File: config.mk
export PLATFORM = sky130hd
export DESIGN_NAME = irq_redir
export DESIGN_NICKNAME = d
export VERILOG_FILES = /design/src/rtl/irq_redir_pkg.sv /design/src/rtl/irq_redir_regs.sv /design/src/rtl/irq_redir_entry.sv /design/src/rtl/irq_redir_arb.sv /design/src/rtl/irq_redir.sv
export SDC_FILE = /design/constraint.sdc
export NUM_CORES = 2
export LEC_CHECK = 0
export BUFFER_PORTS_ARGS = -buffer_cell sky130_fd_sc_hd__buf_2
export CORE_ASPECT_RATIO = 1.75
export CORE_MARGIN = 10
export CORE_UTILIZATION = 35
export DETAILED_ROUTE_END_ITERATION = 10
export SLEW_MARGIN = 20
export SYNTH_ARGS = -nofsm -noshare
export SYNTH_HDL_FRONTEND = slang
export SYNTH_SLANG_ARGS = --single-unit
File: constraint.sdc
create_clock -name clk -period 4.45 [get_ports clk]
set_input_delay 0.2225 -clock clk [delete_from_list [all_inputs] [get_ports clk]]
set_output_delay 0.2225 -clock clk [all_outputs]
set_load 0.02 [all_outputs]
File: src/rtl/irq_redir_pkg.sv
// Shared types and constants of the indexed interrupt redirection controller.
// Assumes an 8-bit internal register select and a 32-bit data window.
package irq_redir_pkg;

    // Configuration held by one redirection entry
    typedef struct packed {
        logic       mask;
        logic       level;
        logic       act_low;
        logic       logical;
        logic [7:0] vector;
        logic [7:0] dest;
    } rte_cfg_t;

    localparam logic [6:0] OFF_INDEX  = 7'h00;
    localparam logic [6:0] OFF_WINDOW = 7'h10;
    localparam logic [6:0] OFF_EOI    = 7'h40;

    localparam logic [7:0] IDX_ID    = 8'h00;
    localparam logic [7:0] IDX_VER   = 8'h01;
    localparam logic [7:0] IDX_TABLE = 8'h10;

    localparam int B_MASK    = 16;
    localparam int B_LEVEL   = 15;
    localparam int B_ACTLOW  = 13;
    localparam int B_STATUS  = 12;
    localparam int B_LOGICAL = 11;

    localparam rte_cfg_t RTE_RESET = '{mask: 1'b1, level: 1'b0, act_low: 1'b0,
                                       logical: 1'b0, vector: 8'h00, dest: 8'h00};

endpackage

File: src/rtl/irq_redir_regs.sv
// Register front end: select register, ID/version registers, data window
// decode, table write strobes and end-of-interrupt strobe.
// Assumes N_LINES <= 120 so that every table index fits the 8-bit select.
module irq_redir_regs #(
    parameter int         N_LINES = 24,
    parameter logic [7:0] VERSION = 8'h20
) (
    input  logic                      clk,
    input  logic                      rst_n,
    input  logic                      bus_wr,
    input  logic [6:0]                bus_addr,
    input  logic [31:0]               bus_wdata,
    output logic [31:0]               bus_rdata,
    input  logic [N_LINES-1:0][31:0]  ent_lo,
    input  logic [N_LINES-1:0][31:0]  ent_hi,
    output logic [N_LINES-1:0]        wr_lo,
    output logic [N_LINES-1:0]        wr_hi,
    output logic                      eoi_wr,
    output logic [7:0]                eoi_vec
);
    import irq_redir_pkg::*;

    localparam int TBL_LAST = 16 + 2 * N_LINES - 1;

    logic [7:0]  index_q;
    logic [3:0]  id_q;
    logic        hit_index;
    logic        hit_window;
    logic        in_tbl;
    logic [7:0]  rel;
    logic [6:0]  sel_ent;
    logic        sel_hi;
    logic [31:0] win_data;

    assign hit_index  = bus_wr && (bus_addr == OFF_INDEX);
    assign hit_window = bus_wr && (bus_addr == OFF_WINDOW);
    assign in_tbl     = (index_q >= IDX_TABLE) && (index_q <= 8'(TBL_LAST));
    assign rel        = index_q - IDX_TABLE;
    assign sel_ent    = rel[7:1];
    assign sel_hi     = rel[0];
    assign eoi_wr     = bus_wr && (bus_addr == OFF_EOI);
    assign eoi_vec    = bus_wdata[7:0];

    // Select register load
    always_ff @(posedge clk) begin
        if (!rst_n)          index_q <= 8'h00;
        else if (hit_index)  index_q <= bus_wdata[7:0];
    end

    // ID register load through the window
    always_ff @(posedge clk) begin
        if (!rst_n)                                  id_q <= 4'h0;
        else if (hit_window && index_q == IDX_ID)    id_q <= bus_wdata[27:24];
    end

    // One write strobe per table word
    generate
        for (genvar i = 0; i < N_LINES; i++) begin : g_strobe
            assign wr_lo[i] = hit_window && in_tbl && !sel_hi && (sel_ent == 7'(i));
            assign wr_hi[i] = hit_window && in_tbl &&  sel_hi && (sel_ent == 7'(i));
        end
    endgenerate

    // Window read mux over ID, version and table words
    always_comb begin
        win_data = 32'h0;
        if (index_q == IDX_ID) begin
            win_data = {4'h0, id_q, 24'h0};
        end else if (index_q == IDX_VER) begin
            win_data = {8'h00, 8'(N_LINES - 1), 8'h00, VERSION};
        end else if (in_tbl) begin
            for (int i = 0; i < N_LINES; i++) begin
                if (sel_ent == 7'(i)) win_data = sel_hi ? ent_hi[i] : ent_lo[i];
            end
        end
    end

    // Bus read mux by byte offset
    always_comb begin
        case (bus_addr)
            OFF_INDEX:  bus_rdata = {24'h0, index_q};
            OFF_WINDOW: bus_rdata = win_data;
            default:    bus_rdata = 32'h0;
        endcase
    end

    a_r2_index_stable: assert property (@(posedge clk) disable iff (!rst_n)
        !hit_index |=> $stable(index_q));
    a_r3_id_stable: assert property (@(posedge clk) disable iff (!rst_n)
        !(hit_window && index_q == IDX_ID) |=> $stable(id_q));
    a_r4_single_strobe: assert property (@(posedge clk) disable iff (!rst_n)
        $onehot0({wr_lo, wr_hi}));

endmodule

File: src/rtl/irq_redir_entry.sv
// One redirection entry: configuration storage, polarity, edge capture,
// level in-service tracking and the request seen by the arbiter.
// Assumes irq_line is synchronous to clk.
module irq_redir_entry (
    input  logic                      clk,
    input  logic                      rst_n,
    input  logic                      irq_line,
    input  logic                      wr_lo,
    input  logic                      wr_hi,
    input  logic [31:0]               wdata,
    input  logic                      eoi_wr,
    input  logic [7:0]                eoi_vec,
    input  logic                      acc,
    output logic                      req,
    output irq_redir_pkg::rte_cfg_t   cfg,
    output logic [31:0]               rd_lo,
    output logic [31:0]               rd_hi
);
    import irq_redir_pkg::*;

    logic act;
    logic prev_act;
    logic edge_now;
    logic pend;
    logic insvc;
    logic eoi_hit;

    assign act      = irq_line ^ cfg.act_low;
    assign edge_now = act && !prev_act;
    assign eoi_hit  = eoi_wr && cfg.level && (eoi_vec == cfg.vector);
    assign req      = !cfg.mask && (cfg.level ? (act && !insvc) : pend);

    assign rd_lo = {15'h0, cfg.mask, cfg.level, 1'b0, cfg.act_low, req,
                    cfg.logical, 3'b000, cfg.vector};
    assign rd_hi = {cfg.dest, 24'h0};

    // Configuration words written through the window
    always_ff @(posedge clk) begin
        if (!rst_n) begin
            cfg <= RTE_RESET;
        end else begin
            if (wr_lo) begin
                cfg.mask    <= wdata[B_MASK];
                cfg.level   <= wdata[B_LEVEL];
                cfg.act_low <= wdata[B_ACTLOW];
                cfg.logical <= wdata[B_LOGICAL];
                cfg.vector  <= wdata[7:0];
            end
            if (wr_hi) cfg.dest <= wdata[31:24];
        end
    end

    // Previous active state for edge detection
    always_ff @(posedge clk) begin
        if (!rst_n) prev_act <= 1'b0;
        else        prev_act <= act;
    end

    // Edge request latch, dropped while masked or in level mode
    always_ff @(posedge clk) begin
        if (!rst_n)                      pend <= 1'b0;
        else if (cfg.level || cfg.mask)  pend <= 1'b0;
        else if (edge_now)               pend <= 1'b1;
        else if (acc)                    pend <= 1'b0;
    end

    // Level in-service flag, set on acceptance, cleared by matching EOI
    always_ff @(posedge clk) begin
        if (!rst_n)                  insvc <= 1'b0;
        else if (eoi_hit)            insvc <= 1'b0;
        else if (cfg.level && acc)   insvc <= 1'b1;
    end

    a_r6_mask_blocks: assert property (@(posedge clk) disable iff (!rst_n)
        cfg.mask |-> !req);
    a_r8_insvc_blocks: assert property (@(posedge clk) disable iff (!rst_n)
        (cfg.level && insvc) |-> !req);
    a_r8_insvc_holds: assert property (@(posedge clk) disable iff (!rst_n)
        (cfg.level && insvc && !eoi_hit) |=> insvc);
    a_r5_edge_single: assert property (@(posedge clk) disable iff (!rst_n)
        (!cfg.level && acc && !edge_now && !wr_lo) |=> !req);

endmodule

File: src/rtl/irq_redir_arb.sv
// Fixed-priority selector: grants the lowest-index requesting entry.
// Assumes requests are stable between clock edges.
module irq_redir_arb #(
    parameter int N_LINES = 24
) (
    input  logic               clk,
    input  logic               rst_n,
    input  logic [N_LINES-1:0] req,
    output logic [N_LINES-1:0] grant,
    output logic               any
);
    // Lowest index wins
    always_comb begin
        grant = '0;
        for (int i = N_LINES - 1; i >= 0; i--) begin
            if (req[i]) grant = N_LINES'(1) << i;
        end
    end

    assign any = |req;

    a_r9_onehot_grant: assert property (@(posedge clk) disable iff (!rst_n)
        $onehot0(grant) && (any == (grant != '0)));

    generate
        for (genvar i = 1; i < N_LINES; i++) begin : g_prio
            a_r9_lowest_first: assert property (@(posedge clk) disable iff (!rst_n)
                grant[i] |-> (req[i-1:0] == '0));
        end
    endgenerate

endmodule

File: src/rtl/irq_redir.sv
// Indexed interrupt redirection controller top: register front end,
// one entry per line and a fixed-priority delivery channel.
// Assumes irq_in is synchronous to clk.
module irq_redir #(
    parameter int         N_LINES = 24,
    parameter logic [7:0] VERSION = 8'h20
) (
    input  logic               clk,
    input  logic               rst_n,
    input  logic               bus_wr,
    input  logic [6:0]         bus_addr,
    input  logic [31:0]        bus_wdata,
    output logic [31:0]        bus_rdata,
    input  logic [N_LINES-1:0] irq_in,
    output logic               dlv_valid,
    input  logic               dlv_ready,
    output logic [7:0]         dlv_vector,
    output logic [7:0]         dlv_dest,
    output logic               dlv_logical
);
    import irq_redir_pkg::*;

    logic [N_LINES-1:0][31:0] ent_lo;
    logic [N_LINES-1:0][31:0] ent_hi;
    logic [N_LINES-1:0]       wr_lo;
    logic [N_LINES-1:0]       wr_hi;
    logic [N_LINES-1:0]       req;
    logic [N_LINES-1:0]       grant;
    logic [N_LINES-1:0]       acc;
    rte_cfg_t                 cfg_a [N_LINES];
    logic                     eoi_wr;
    logic [7:0]               eoi_vec;

    irq_redir_regs #(.N_LINES(N_LINES), .VERSION(VERSION)) u_regs (
        .clk(clk), .rst_n(rst_n), .bus_wr(bus_wr), .bus_addr(bus_addr),
        .bus_wdata(bus_wdata), .bus_rdata(bus_rdata), .ent_lo(ent_lo),
        .ent_hi(ent_hi), .wr_lo(wr_lo), .wr_hi(wr_hi), .eoi_wr(eoi_wr),
        .eoi_vec(eoi_vec)
    );

    generate
        for (genvar i = 0; i < N_LINES; i++) begin : g_ent
            irq_redir_entry u_ent (
                .clk(clk), .rst_n(rst_n), .irq_line(irq_in[i]),
                .wr_lo(wr_lo[i]), .wr_hi(wr_hi[i]), .wdata(bus_wdata),
                .eoi_wr(eoi_wr), .eoi_vec(eoi_vec), .acc(acc[i]),
                .req(req[i]), .cfg(cfg_a[i]), .rd_lo(ent_lo[i]), .rd_hi(ent_hi[i])
            );
        end
    endgenerate

    irq_redir_arb #(.N_LINES(N_LINES)) u_arb (
        .clk(clk), .rst_n(rst_n), .req(req), .grant(grant), .any(dlv_valid)
    );

    assign acc = grant & {N_LINES{dlv_ready}};

    // Payload of the granted entry
    always_comb begin
        dlv_vector  = 8'h00;
        dlv_dest    = 8'h00;
        dlv_logical = 1'b0;
        for (int i = 0; i < N_LINES; i++) begin
            if (grant[i]) begin
                dlv_vector  = dlv_vector  | cfg_a[i].vector;
                dlv_dest    = dlv_dest    | cfg_a[i].dest;
                dlv_logical = dlv_logical | cfg_a[i].logical;
            end
        end
    end

    a_r9_accept_has_valid: assert property (@(posedge clk) disable iff (!rst_n)
        (acc != '0) |-> dlv_valid);

endmodule

== Yosys cells after proc, flatten, opt, wreduce, memory -nomap -nowiden ==
Cells that the tools add are included.

* Register bits: 564
* Input bits: 67
* Word-level logic and storage cells: 959

* $add $sub $neg: 1
* $lt $le $gt $ge: 2
* Eq/ne operators: 50
* Muxes and demuxes: 220
* Bitwise gates (word level): 95
* Reduce and logical (&&, ||, !) cells: 373

{| class="wikitable"
|+ Operators with widths
! cell !! count
|-
| two-way mux 32 bit || 51
|-
| two-way mux 24 bit || 24
|-
| two-way mux 8 bit || 48
|-
| OR 8 bit || 46
|-
| logical AND 1 bit || 200
|-
| == test 8 bit || 24
|-
| two-way mux 1 bit || 96
|-
| OR reduction 2 bit || 48
|-
| zero test 1 bit || 73
|-
| one-hot mux 32 bit (2 select lines) || 1
|-
| == test 7 x 5 -> 1 bit, second input constant || 9
|-
| == test 7 x 4 -> 1 bit, second input constant || 8
|-
| nonzero test 2 bit || 24
|-
| == test 7 x 3 -> 1 bit, second input constant || 4
|-
| bitwise AND 24 bit || 1
|-
| logical OR 1 bit || 24
|-
| OR reduction 24 bit || 1
|-
| XOR 1 bit || 24
|-
| OR 1 bit || 23
|-
| == test 7 x 2 -> 1 bit, second input constant || 2
|-
| zero test 7 bit || 2
|-
| == test 8 x 1 -> 1 bit, second input constant || 1
|-
| greater-or-equal comparator 8 x 5 -> 1 bit, second input constant || 1
|-
| less-or-equal comparator 8 x 6 -> 1 bit, second input constant || 1
|-
| 5 further kinds || 5
|}

== Longest topological paths before layout ==
* Depth in word-level cells: 75
* Depth in mapped cells: 16
* Gate-level depth less buffers: 10

== Modules after synthesis ==
From an unflattened synthesis, not the netlist that was laid out.

* Cells, all modules: 6449
* Area, all modules: 54833.8 um^2

{| class="wikitable"
|+ Modules (own cells, without submodules)
! module !! instances !! cells an instance !! area each (um^2)
|-
| irq_redir_entry || 24 || 155 || 1461.4
|-
| irq_redir_regs || 1 || 2336 || 16798.6
|-
| irq_redir || 1 || 346 || 2645.0
|-
| irq_redir_arb || 1 || 47 || 316.6
|}

== Least setup slack after synthesis ==
No wires, ideal clock.

* Path type: reg-to-output
* From: register u_regs.index_q[4]
* To: output bus_rdata[11]
* Arrival: 3276 ps
* Data required time: 4228 ps
* Path slack: 952 ps
* Stages on the path, launching flop included: 14
* Buffers on the path: 3
* Path through: dfxtp_1 > buf_2 > buf_2 > inv_1 > ha_1 > buf_2 > and4b_1 > nand2_2 > nor2_1 > nand3_1 > a41oi_1 > o221ai_1 > a221o_1 > a31oi_1

* Cells in the longest elaborated chain, start to end: 30
* Elaborated cells between the ends (all ways): 58
* Classes of those cells: 1 x add/sub; 2 x order compare; 24 x eq/ne; 28 x mux; 3 x reduce/logical

{| class="wikitable"
|+ Ends and longest elaborated chain
! element !! line !! RTL
|-
| start, declared || irq_redir_regs.sv:25 || <nowiki>logic [7:0] index_q;</nowiki>
|-
| start signal, assigned || irq_redir_regs.sv:47 || <nowiki>else if (hit_index) index_q <= bus_wdata[7:0];</nowiki>
|-
| subtractor 8 x 5 -> 8 bit || irq_redir_regs.sv:38 || <nowiki>assign rel = index_q - IDX_TABLE;</nowiki>
|-
| zero test 7 bit || irq_redir_regs.sv:73 || <nowiki>if (sel_ent == 7'(i)) win_data = sel_hi ? ent_hi[i] : ent_lo[i];</nowiki>
|-
| two-way mux 32 bit (24 in a row) || irq_redir_regs.sv:73 ||
|-
| two-way mux 32 bit || irq_redir_regs.sv:71 || <nowiki>end else if (in_tbl) begin</nowiki>
|-
| two-way mux 32 bit || irq_redir_regs.sv:69 || <nowiki>end else if (index_q == IDX_VER) begin</nowiki>
|-
| two-way mux 32 bit * || irq_redir_regs.sv:67 || <nowiki>if (index_q == IDX_ID) begin</nowiki>
|-
| one-hot mux 32 bit (2 select lines) * || irq_redir_regs.sv:80 || <nowiki>case (bus_addr)</nowiki>
|-
| end, declared || irq_redir.sv:13 || <nowiki>output logic [31:0] bus_rdata,</nowiki>
|}

Every way passes the cells marked *; elsewhere a longest branch is shown, timed or not.

== Worst setup path after layout ==
* From: register g_ent[4].u_ent.cfg[19] (netlist bit)
* To: output dlv_vector[0]

* Cells in the longest elaborated chain, start to end: 54

{| class="wikitable"
|+ Ends and longest elaborated chain
! element !! line !! RTL
|-
| start, declared || irq_redir_entry.sv:15 || <nowiki>output irq_redir_pkg::rte_cfg_t cfg,</nowiki>
|-
| zero test 1 bit * || irq_redir_entry.sv:31 || <nowiki>assign req = !cfg.mask && (cfg.level ? (act && !insvc) : pend);</nowiki>
|-
| logical AND 1 bit * || irq_redir_entry.sv:31 ||
|-
| two-way mux 24 bit * (5 in a row) || irq_redir_arb.sv:16 || <nowiki>if (req[i]) grant = N_LINES'(1) << i;</nowiki>
|-
| two-way mux 8 bit || irq_redir.sv:64 || <nowiki>if (grant[i]) begin</nowiki>
|-
| OR 8 bit || irq_redir.sv:65 || <nowiki>dlv_vector = dlv_vector | cfg_a[i].vector;</nowiki>
|-
| two-way mux 8 bit || irq_redir.sv:64 ||
|-
| OR 8 bit || irq_redir.sv:65 ||
|-
| two-way mux 8 bit || irq_redir.sv:64 ||
|-
| (+34 left out) || n/a ||
|-
| OR 8 bit || irq_redir.sv:65 ||
|-
| two-way mux 8 bit || irq_redir.sv:64 ||
|-
| OR 8 bit || irq_redir.sv:65 ||
|-
| two-way mux 8 bit || irq_redir.sv:64 ||
|-
| OR 8 bit || irq_redir.sv:65 ||
|-
| two-way mux 8 bit || irq_redir.sv:64 ||
|-
| OR 8 bit || irq_redir.sv:65 ||
|-
| two-way mux 8 bit * || irq_redir.sv:64 ||
|-
| end, declared || irq_redir.sv:17 || <nowiki>output logic [7:0] dlv_vector,</nowiki>
|}

Marked as above.

==> metrics <==
grt ovf 0; final setup vio count 4; initial antenna violation count 9; Fill cells roughly 9700; worst setup margin -0.07968 ns; Synth Area in Compound Gates 0.2545; Hold Path Class in2reg; Avg Cell Area, Syn approximately 7.3 µm²; Worst Skew 0.03192 ns; Rel. slew slack 0.2193; sequential share of the synthesized area 0.3466; pre-CTS setup slack around 0.19 ns; Top FF cell, synth dfxtp_1; Period minus WS final 4.530 ns; GR Util All Layers 0.3339; antenna-violating nets left 0; Port Buffers 96; post-DP HPWL roughly 140000 µm; clk_lat worst skew between 0.6 and 0.7 ns; Synth top area share 0.3466; chip width ~250 µm; WL/cell 31.77 µm; Achievable Freq ~0.22 GHz; synthesized area 32570 µm²; I/O pin cnt around 120; WS Path Type reg2out; Min Hold Slack -0.01611 ns; die area 106100 µm²; area share of and/or/nand/nor cells after synthesis 0.2614; largest family of logic cells by synthesized area simple AND/OR/NAND/NOR gates; Finished Cell Area around 38000 µm²; VDD IR max around 0.32 mV; Critical Path Fanout Max 13; Pleak 12.23 nW; max-cap violations 0; post-synth top area cell dfxtp_1; vias in the first global route between 30000 and 40000; Distinct cells, synth around 100; largest net degree at the start of global routing 123; Synth Register Bits between 500 and 600; Placed Instances about 5700; Power Density 287.0 nW/µm²; RSZ-0062 raised after global routing true; H-tree Lvls 2; failing checks hold timing, setup timing; Synth Area in Adders 0.001152; Die Ht between 400 and 500 µm; Startpoint Class flop; DR iter-0 viols around 4500; DRC errors left 0; DP Area 35240 µm²; post-synthesis xor/xnor area fraction 0.05962; Worst-path clk slew roughly 0.07 ns; # nets final between 4000 and 5000; Hold Crit Depth 4; Synth Warn # 0; routability cong. about 1.1; Root Buffer clkbuf_16; EDFF count, synth 0; fin crit share 1.018; CTS buffer count 57; most area-consuming cells after synthesis dfxtp_1 (35%), nand2_1 (14%), a21oi_1 (9.6%); Syn Inst Count approximately 4500; Final Util 0.4058; initial core utilization 0.3511; Crit path arrival time 4.31 ns; Least-Margin Pin Slew about 1.2 ns; CTS tree done; post-synthesis mux area share 0.01990; most common cell in the netlist nand2_1; global-route wire length before repair approximately 260000 µm; Rows around 150; Worst EP required 4.23 ns; outcome finished with violations; CTS Buffer Depth 3; via count 36800; Post-Route WL approximately 180000 µm; Final Hold Fails 3; Critical Path End Type primary output; fin cells 5820; clock tree sinks around 560; worst r2r path cells 9; Slew Viols, Final 0; Layout area overhead 15.57%; placeable core region 92770 µm²; via/cell ratio about 6.3; layout cell share with drive strength beyond 1 0.1346; Detailed Routing Iterations Pass 1 8; commonest cells in the netlist nand2_1 (1193), a21oi_1 (627), dfxtp_1 (564); FFs w/ async S/R, synth 0
[worst paths after layout]
kind,startpoint,endpoint,slack (ns)
worst max-delay path,g_ent[4].u_ent.cfg[19],dlv_vector[0],-0.08
worst min-delay path,irq_in[2],g_ent[2].u_ent.prev_act,-0.02
worst max register to register,g_ent[4].u_ent.cfg[19],g_ent[15].u_ent.pend,0.65
worst min register to register,g_ent[16].u_ent.cfg[19],g_ent[16].u_ent.pend,0.41
[layout make-up]
class	instances	area [µm²]	share of cell area
Clock buffer	79	1672	0.04440
Timing Repair Buffer	391	2870	0.07625
Tap cell	1200	1501	0.03988
Antenna cell	6	15.01	0.0003988
Sequential cell	564	11300	0.3003
Clock inverter	24	274.0	0.007279
Multi-Input combinational cell	3490	19750	0.5246
Inverter	66	259.0	0.006880
[worst max-delay path: stages, from the launching register on]
cell and delay (ns):
dfxtp_1 0.50, nor3b_1 0.10, a22oi_1 0.67, nor3_2 0.19, buf_4 0.26, a2111oi_0 0.64, buf_4 0.23, o211ai_1 0.12
a211oi_1 0.27, nand3_1 0.34, buf_2 0.30
[stage by stage]
| stage | power (mW) | TNS (ns) |
|---|---|---|
| 2_1_floorplan | 5.470 | 0 |
| 3_3_place_gp | 5.685 | 0 |
| 3_5_place_dp | 5.688 | 0 |
| 4_1_cts | 10.81 | -0.003200 |
| 5_1_grt | 11.01 | -0.01014 |
| 6_report | 10.81 | -0.1843 |
[power by group]
group	internal (mW)	switching [mW]
registers	5.06	0.00410
logic	0.136	0.405
clock network	2.91	2.30
[placed cells by master (no fill, tap or decap), drive strengths merged, types with 42 or more instances in the layout]
| cell | n |
|---|---|
| a22oi | 101 |
| o21ai | 100 |
| nand2 | 1194 |
| xor2 | 73 |
| a221oi | 48 |
| nand3 | 147 |
| nor3 | 121 |
| a21oi | 628 |
| o211ai | 59 |
| nor2 | 178 |
| inv | 64 |
| dfxtp | 564 |
| buf | 374 |
| clkbuf | 79 |
| nand4 | 57 |
| xnor2 | 147 |
| nor4 | 42 |
[sequential cells by signal (all words and copies together) (netlist names)]
signal and count:
g_ent.u_ent.pend 24, g_ent.u_ent.cfg 480, u_regs.id_q 4, u_regs.index_q 8, g_ent.u_ent.prev_act 24, g_ent.u_ent.insvc 24
[routing by layer]
| layer | vias to the layer above | GRT usage | wire (µm) |
|---|---|---|---|
| met1 | 17560 | 0.3464 | 62100 |
| met2 | 2314 | 0.5603 | 86410 |
| li1 | 16040 | - | - |
| met4 | 2 | 0.3012 | 21260 |
| met5 | - | 0 | 13 |
| met3 | 889 | 0.07080 | 15150 |
[timing repair]
action / CTS / global route
hold buffers: 17 / 0
hold endpoints to repair: 20 / 0
buffers inserted: 3 / 3
setup endpoints to repair: 18 / 38
gates resized for setup: 17 / 35
cloned: 0 / 0
pin swaps: 4 / 5
[cells by family (layout without fill, tap and decap cells)]
kind of cell,after synthesis,in the layout
AOI/OAI and AO/OA,1293,1293
muxes,58,58
and+or+nand+nor,1908,1908
DFF,564,564
buffers and inverters,445,560
xor gates and xnor gates,220,220
other,1,14
adders and majority gates,3,3
(Power assumes the default switching activity.)
